==> src/rtl/tagu_pkg.sv <==
package tagu_pkg;

  localparam logic [2:0] OP_LOOP_OPEN  = 3'd0;
  localparam logic [2:0] OP_LOOP_CLOSE = 3'd1;
  localparam logic [2:0] OP_STEP       = 3'd2;
  localparam logic [2:0] OP_RESTART    = 3'd3;
  localparam logic [2:0] OP_CALL       = 3'd4;
  localparam logic [2:0] OP_RETURN     = 3'd5;

  function automatic logic op_pushes(input logic [2:0] op);
    return (op == OP_LOOP_OPEN) || (op == OP_CALL);
  endfunction

  function automatic logic op_pops(input logic [2:0] op);
    return (op == OP_LOOP_CLOSE) || (op == OP_RETURN);
  endfunction

  function automatic logic op_steps(input logic [2:0] op);
    return op == OP_STEP;
  endfunction

  function automatic logic op_restarts(input logic [2:0] op);
    return op == OP_RESTART;
  endfunction

endpackage

==> src/rtl/tagu_rewrite.sv <==
module tagu_rewrite
  import tagu_pkg::*;
#(
  parameter int ITER_W    = 8,
  parameter int KEY_W     = 8,
  parameter int MAX_DEPTH = 8,
  parameter int DEPTH_W   = $clog2(MAX_DEPTH + 1)
) (
  input  logic [2:0]                          op,
  input  logic [KEY_W-1:0]                    key,
  input  logic [MAX_DEPTH*(ITER_W+KEY_W)-1:0] stack_i,
  input  logic [DEPTH_W-1:0]                  depth_i,
  output logic [MAX_DEPTH*(ITER_W+KEY_W)-1:0] stack_o,
  output logic [DEPTH_W-1:0]                  depth_o,
  output logic                                bad
);
  localparam int EW = ITER_W + KEY_W;

  function automatic logic [ITER_W-1:0] iter_next(input logic [ITER_W-1:0] n);
    return n + ITER_W'(1);
  endfunction

  function automatic logic [ITER_W-1:0] iter_first();
    return ITER_W'(1);
  endfunction

  logic push, pop, step, restart, depth_ok;
  logic [DEPTH_W-1:0] top_idx;

  assign push     = op_pushes(op);
  assign pop      = op_pops(op);
  assign step     = op_steps(op);
  assign restart  = op_restarts(op);
  assign depth_ok = (depth_i != '0) && (depth_i <= DEPTH_W'(MAX_DEPTH));
  assign top_idx  = depth_i - DEPTH_W'(1);

  assign bad = !depth_ok
             || (push && depth_i == DEPTH_W'(MAX_DEPTH))
             || (pop  && depth_i == DEPTH_W'(1));

  assign depth_o = push ? depth_i + DEPTH_W'(1)
                 : pop  ? depth_i - DEPTH_W'(1)
                 : depth_i;

  for (genvar i = 0; i < MAX_DEPTH; i++) begin : g_slot
    logic [EW-1:0] slot_in, slot_out;
    assign slot_in = stack_i[i*EW +: EW];
    always_comb begin
      slot_out = slot_in;
      if (push && depth_i == DEPTH_W'(i))
        slot_out = {iter_first(), key};
      else if (pop && top_idx == DEPTH_W'(i))
        slot_out = '0;
      else if (step && top_idx == DEPTH_W'(i))
        slot_out[EW-1:KEY_W] = iter_next(slot_in[EW-1:KEY_W]);
      else if (restart && top_idx == DEPTH_W'(i))
        slot_out[EW-1:KEY_W] = iter_first();
    end
    assign stack_o[i*EW +: EW] = slot_out;
  end

endmodule

==> src/rtl/tagu_outreg.sv <==
module tagu_outreg #(
  parameter int W = 32
) (
  input  logic         clk,
  input  logic         rst_n,
  input  logic         load,
  input  logic [W-1:0] d,
  input  logic         ready,
  output logic         valid,
  output logic [W-1:0] q
);
  always_ff @(posedge clk) begin
    if (!rst_n) begin
      valid <= 1'b0;
      q     <= '0;
    end else begin
      if (load) begin
        valid <= 1'b1;
        q     <= d;
      end else if (ready) begin
        valid <= 1'b0;
      end
    end
  end

  assert_hold_R9: assert property (@(posedge clk) disable iff (!rst_n)
    (valid && !ready) |=> (valid && $stable(q)));

endmodule

==> src/rtl/tagu_top.sv <==
module tagu_top
  import tagu_pkg::*;
#(
  parameter int DATA_W    = 16,
  parameter int ITER_W    = 8,
  parameter int KEY_W     = 8,
  parameter int MAX_DEPTH = 8,
  parameter int DEPTH_W   = $clog2(MAX_DEPTH + 1)
) (
  input  logic                                clk,
  input  logic                                rst_n,
  input  logic                                in_valid,
  output logic                                in_ready,
  input  logic [2:0]                          in_op,
  input  logic [KEY_W-1:0]                    in_key,
  input  logic [DATA_W-1:0]                   in_data,
  input  logic [MAX_DEPTH*(ITER_W+KEY_W)-1:0] in_stack,
  input  logic [DEPTH_W-1:0]                  in_depth,
  output logic                                out_valid,
  input  logic                                out_ready,
  output logic [DATA_W-1:0]                   out_data,
  output logic [MAX_DEPTH*(ITER_W+KEY_W)-1:0] out_stack,
  output logic [DEPTH_W-1:0]                  out_depth,
  output logic                                err
);
  localparam int SW = MAX_DEPTH * (ITER_W + KEY_W);
  localparam int PW = DATA_W + SW + DEPTH_W;

  logic [SW-1:0]      new_stack;
  logic [DEPTH_W-1:0] new_depth;
  logic               bad;
  logic               in_fire, load_evt, drop_evt;
  logic [PW-1:0]      payload_q;

  tagu_rewrite #(
    .ITER_W(ITER_W), .KEY_W(KEY_W), .MAX_DEPTH(MAX_DEPTH), .DEPTH_W(DEPTH_W)
  ) u_rewrite (
    .op(in_op), .key(in_key), .stack_i(in_stack), .depth_i(in_depth),
    .stack_o(new_stack), .depth_o(new_depth), .bad(bad)
  );

  assign in_ready = !out_valid || out_ready;
  assign in_fire  = in_valid && in_ready;
  assign load_evt = in_fire && !bad;
  assign drop_evt = in_fire && bad;

  tagu_outreg #(.W(PW)) u_out (
    .clk(clk), .rst_n(rst_n), .load(load_evt),
    .d({in_data, new_stack, new_depth}),
    .ready(out_ready), .valid(out_valid), .q(payload_q)
  );

  assign {out_data, out_stack, out_depth} = payload_q;

  always_ff @(posedge clk) begin
    if (!rst_n) err <= 1'b0;
    else        err <= drop_evt;
  end

  assert_push_depth_R2: assert property (@(posedge clk) disable iff (!rst_n)
    (load_evt && op_pushes(in_op)) |=> (out_depth == $past(in_depth) + DEPTH_W'(1)));

  assert_pop_depth_R4: assert property (@(posedge clk) disable iff (!rst_n)
    (load_evt && op_pops(in_op)) |=> (out_depth == $past(in_depth) - DEPTH_W'(1)));

  assert_data_pass_R7: assert property (@(posedge clk) disable iff (!rst_n)
    load_evt |=> (out_valid && out_data == $past(in_data)));

  assert_drop_flags_R8: assert property (@(posedge clk) disable iff (!rst_n)
    drop_evt |=> (err && !out_valid));

  assert_depth_range_R8: assert property (@(posedge clk) disable iff (!rst_n)
    out_valid |-> (out_depth != '0 && out_depth <= DEPTH_W'(MAX_DEPTH)));

endmodule

==> config.mk <==
export PLATFORM = sky130hd
export DESIGN_NAME = tagu_top
export DESIGN_NICKNAME = d
export VERILOG_FILES = /design/src/rtl/tagu_pkg.sv /design/src/rtl/tagu_rewrite.sv /design/src/rtl/tagu_outreg.sv /design/src/rtl/tagu_top.sv
export SDC_FILE = /design/constraint.sdc
export NUM_CORES = 1
export LEC_CHECK = 0
export ABC_AREA = 1
export CORE_AREA = 5 5 194 196
export DETAILED_ROUTE_END_ITERATION = 8
export DIE_AREA = 0 0 199 201
export DONT_BUFFER_PORTS = 1
export PLACE_DENSITY = 0.45
export SLEW_MARGIN = 20
export SYNTH_ARGS = -nofsm -noshare
export SYNTH_HDL_FRONTEND = slang
export SYNTH_HIERARCHICAL = 1
export SYNTH_SLANG_ARGS = --single-unit
==> constraint.sdc <==
create_clock -name clk -period 2.13 [get_ports clk]
set_clock_uncertainty 0.1 [all_clocks]
set_input_delay 0.3195 -clock clk [delete_from_list [all_inputs] [get_ports clk]]
set_output_delay 0.3195 -clock clk [all_outputs]
set_load 0.01 [all_outputs]
==> impl_metrics.xml <==
<?xml version="1.0" encoding="UTF-8"?>
<metrics>
  <group name="synth">
    <metric name="synth_enable_flop_cells" unit="">0</metric>
    <metric name="total_nets_after_synthesis" unit="">1559</metric>
    <metric name="ys_seq_elements" unit="">150</metric>
    <metric name="syn_warnings" unit="">6</metric>
    <metric name="postSynthCellCount" unit="">1382</metric>
    <metric name="syn-cell-area" unit="um2">8810</metric>
    <metric name="synth_area_per_cell" unit="um2">6.37</metric>
    <metric name="synth_sequential_area_ratio" unit="%">34.1</metric>
    <metric name="ys_async_sr_fraction" unit="%">0</metric>
    <metric name="yosys_most_used_dff" unit="">sky130_fd_sc_hd__dfxtp_1</metric>
    <metric name="synthDistinctLibCells" unit="">35</metric>
  </group>
  <group name="pwr">
    <metric name="p_sw" unit="mW">2.40</metric>
    <metric name="leakagePower" unit="nW">5.14</metric>
    <metric name="post-layout-total-power" unit="mW">7.52</metric>
    <metric name="peakVddDrop" unit="uV">529</metric>
    <metric name="intPower" unit="mW">5.13</metric>
    <metric name="power_switching_share" unit="%">31.8</metric>
    <metric name="power_frac_clock" unit="%">41.5</metric>
    <metric name="powerDensity" unit="nW/um2">706</metric>
    <metric name="pwr-share-seq" unit="%">44.0</metric>
    <metric name="portion_of_total_power_attributed_to_combinational_logic" unit="%">14.5</metric>
  </group>
  <group name="routing">
    <metric name="drtAntennaViolNets" unit="">0</metric>
    <metric name="firstDrtPassIters" unit="">5</metric>
    <metric name="wl_per_cell" unit="um">18.7</metric>
    <metric name="via_count" unit="">9037</metric>
    <metric name="drt-total-wl" unit="mm">36.2</metric>
    <metric name="detail_route.vias_per_cell" unit="">4.67</metric>
    <metric name="drt_drc_violations_left" unit="">0</metric>
    <metric name="drt_first_iter_violations" unit="">476</metric>
  </group>
  <group name="placement">
    <metric name="pre_cts_ws" unit="ns">-0.102</metric>
    <metric name="globalplace.congestion" unit="">0.852</metric>
    <metric name="io_buffers" unit="">0</metric>
    <metric name="detailedPlacementHpwl" unit="mm">25.5</metric>
    <metric name="post-place-cells" unit="">1854</metric>
    <metric name="placed_cell_area" unit="um2">9560</metric>
  </group>
  <group name="layout">
    <metric name="num-nets-final" unit="">1631</metric>
    <metric name="finalInstanceArea" unit="um2">10700</metric>
    <metric name="drive_above_1_share" unit="%">10.8</metric>
    <metric name="final_cell_count_no_fill" unit="">1936</metric>
    <metric name="top_library_cells_by_usage_in_the_layout_fill_and_taps_aside" unit="">sky130_fd_sc_hd__nor2_1, sky130_fd_sc_hd__nand2_1, sky130_fd_sc_hd__o21ai_0</metric>
    <metric name="final_common_cell" unit="">sky130_fd_sc_hd__nor2_1</metric>
    <metric name="layout.core_utilization" unit="%">29.7</metric>
    <metric name="layout-area-overhead-vs-synth" unit="%">21.1</metric>
    <metric name="fillers" unit="">4036</metric>
  </group>
  <group name="timing">
    <metric name="slew-limit-headroom" unit="%">58.0</metric>
    <metric name="slew_violations" unit="">0</metric>
    <metric name="setup_viol_count_final" unit="">0</metric>
    <metric name="post-route-period-util" unit="%">97.7</metric>
    <metric name="tightest_slew" unit="ns">0.630</metric>
    <metric name="whs" unit="ns">0.0185</metric>
    <metric name="final.setup.worst_slack" unit="ns">0.0494</metric>
    <metric name="max_freq" unit="GHz">0.481</metric>
    <metric name="tns" unit="ns">0</metric>
    <metric name="finalHoldViolations" unit="">0</metric>
    <metric name="final.min_clock_period" unit="ns">2.08</metric>
  </group>
  <group name="worst_setup_path">
    <metric name="path_buf_inv" unit="">5</metric>
    <metric name="path_cells" unit="">inv_1 &gt; buf_4 &gt; ha_1 &gt; inv_2 &gt; o21ai_0 &gt; nand2_1 &gt; nand2_2 &gt; nand2_1 &gt; dlygate4sd3_1 &gt; nor2_1 &gt; dlygate4sd3_1</metric>
    <metric name="path_max_fanout" unit="">6</metric>
    <metric name="cp_data_required_time" unit="ns">2.42</metric>
    <metric name="setup.worst_path.end_class" unit="">flop</metric>
    <metric name="cp_top_family" unit="">buffers and inverters</metric>
    <metric name="worst-setup-path-type" unit="">input port to flop</metric>
    <metric name="worstPathArrival" unit="ns">2.37</metric>
    <metric name="slowest_delay" unit="ns">0.56</metric>
    <metric name="worst_setup_path_start_kind" unit="">input port</metric>
    <metric name="crit_path_top_delay_cell" unit="">sky130_fd_sc_hd__dlygate4sd3_1</metric>
  </group>
  <group name="die">
    <metric name="chipHeight" unit="um">201</metric>
    <metric name="core" unit="um2">35900</metric>
    <metric name="die-area" unit="um2">40000</metric>
    <metric name="floorplan.initialDensity" unit="%">24.5</metric>
    <metric name="io-pin-count" unit="">314</metric>
    <metric name="num_rows" unit="">70</metric>
    <metric name="die_wd" unit="um">199</metric>
  </group>
  <group name="hold_path">
    <metric name="timing.hold.worst.class" unit="">input port to flop</metric>
  </group>
  <group name="global_routing">
    <metric name="initial_antenna_violation_count" unit="">1</metric>
    <metric name="grt_pass1_wl" unit="mm">52.9</metric>
    <metric name="groute.usage.overall" unit="%">17.2</metric>
    <metric name="grt_start_max_net_pins" unit="">127</metric>
    <metric name="globalRouteOverflowTotal" unit="">0</metric>
    <metric name="first_global_vias" unit="">8493</metric>
  </group>
  <group name="clock_tree">
    <metric name="later_pin_clock_latency_in_the_skew_report" unit="ns">0.44</metric>
    <metric name="clock-root-buffer" unit="">sky130_fd_sc_hd__clkbuf_16</metric>
    <metric name="cts_buffers" unit="">17</metric>
    <metric name="clkSinkCount" unit="">150</metric>
    <metric name="cts.path.max_buffers" unit="">2</metric>
    <metric name="cts_htree_levels" unit="">4</metric>
    <metric name="clk_transition_reported_paths" unit="ns">0.08</metric>
    <metric name="tritoncts" unit="">done</metric>
  </group>
  <group name="run">
    <metric name="maxCapViolations" unit="">0</metric>
  </group>
  <group name="outcome">
    <metric name="run_status" unit="">finished clean</metric>
  </group>
</metrics>
-- kinds of logic (layout without fill, tap and decap cells) --
group	count (synthesis)	count (layout)	share of synthesized area (%)
compound gates	238	238	13.6
xor+xnor	26	26	2.59
fa+ha+maj	14	14	1.99
buf+inv	148	233	8.71
flops	150	150	34.1
other cells	0	1	0
simple gates	806	806	39.0
-- power groups by stage --
stage,Clock (mW),Sequential [mW],Combinational [mW]
2_1_floorplan,0,3.29,0.766
3_3_place_gp,0,3.39,0.943
3_5_place_dp,0,3.38,0.958
4_1_cts,3.23,3.32,1.08
5_1_grt,3.33,3.34,1.24
6_report,3.12,3.31,1.09
-- repair_timing --
action,4_1_cts,5_1_grt
endpoints found under the setup margin,0,22
resized for setup,0,1
hold endpoints to repair,150,0
setup buffers,0,3
hold buffers,45,0
-- worst reg2reg max path: cells and delay by family (launching register included) --
kind,cells,cell delay [ns]
AND/OR/NAND/NOR,3,0.48
flip-flops,1,0.36
AO/OA/AOI/OAI,1,0.15
buffers and inverters,3,0.86
-- cell usage after synthesis (2+ instances only) --
library cell / count / area, um2
sky130_fd_sc_hd__inv_1: 70 / 263
sky130_fd_sc_hd__o21ai_1: 28 / 140
sky130_fd_sc_hd__nor2_1: 396 / 1490
sky130_fd_sc_hd__nand3_1: 80 / 400
sky130_fd_sc_hd__buf_2: 11 / 55.1
sky130_fd_sc_hd__nor3b_1: 3 / 22.5
sky130_fd_sc_hd__buf_4: 4 / 30.0
sky130_fd_sc_hd__nand2_1: 260 / 976
sky130_fd_sc_hd__xnor2_1: 10 / 87.6
sky130_fd_sc_hd__ha_1: 14 / 175
sky130_fd_sc_hd__nor2_2: 3 / 18.8
sky130_fd_sc_hd__nand2_4: 8 / 90.1
sky130_fd_sc_hd__buf_1: 2 / 7.51
sky130_fd_sc_hd__inv_2: 12 / 45.0
sky130_fd_sc_hd__xor2_1: 16 / 140
sky130_fd_sc_hd__o21ai_0: 199 / 996
sky130_fd_sc_hd__clkbuf_2: 11 / 55.1
sky130_fd_sc_hd__clkbuf_1: 15 / 56.3
sky130_fd_sc_hd__nand4_1: 22 / 138
sky130_fd_sc_hd__a21oi_1: 9 / 45.0
sky130_fd_sc_hd__nor2_8: 5 / 100
sky130_fd_sc_hd__nor3_1: 10 / 50.1
sky130_fd_sc_hd__nand2_2: 13 / 81.3
sky130_fd_sc_hd__buf_6: 20 / 225
sky130_fd_sc_hd__dfxtp_1: 150 / 3000
sky130_fd_sc_hd__nand4_2: 2 / 25.0
-- routing by layer --
| layer | vias up | global-route usage (%) | routed length (um) | part of all wire [%] |
|---|---|---|---|---|
| met5 | - | 0 | 0 | 0 |
| met4 | 0 | 5.18 | 799 | 2.2 |
| met3 | 41 | 6.26 | 3010 | 8.3 |
| met2 | 270 | 28.1 | 16900 | 47 |
| met1 | 4154 | 21.3 | 15400 | 43 |
| li1 | 4572 | - | - | - |
-- final timing paths --
path / startpoint / depth (start not counted) / end / slack, ns
min reg2reg: u_out/q[133]$_SDFFE_PN0P_ / 2 / u_out/q[133]$_SDFFE_PN0P_ / 0.47
max: in_depth[1] / 11 / err$_SDFF_PN0_ / 0.05
min: in_stack[117] / 4 / u_out/q[121]$_SDFFE_PN0P_ / 0.02
max reg2reg: u_out/valid$_SDFFE_PN0P_ / 7 / u_out/valid$_SDFFE_PN0P_ / 0.13
-- final cells by class --
class	count	area [um2]	share of cell area (%)
antenna	1	2.50	0.0235
timing repair buffer	117	1110	10.4
inverter	84	323	3.03
tap	468	586	5.49
multi-input combinational	1084	5060	47.4
clock buffer	18	439	4.12
clock inverter	14	139	1.30
sequential	150	3000	28.2
-- sequential cells by signal, indices dropped and copies added, names as in the netlist --
signal,flops
u_out/valid,1
u_out/q,148
err,1
(Power assumes the default switching activity.)
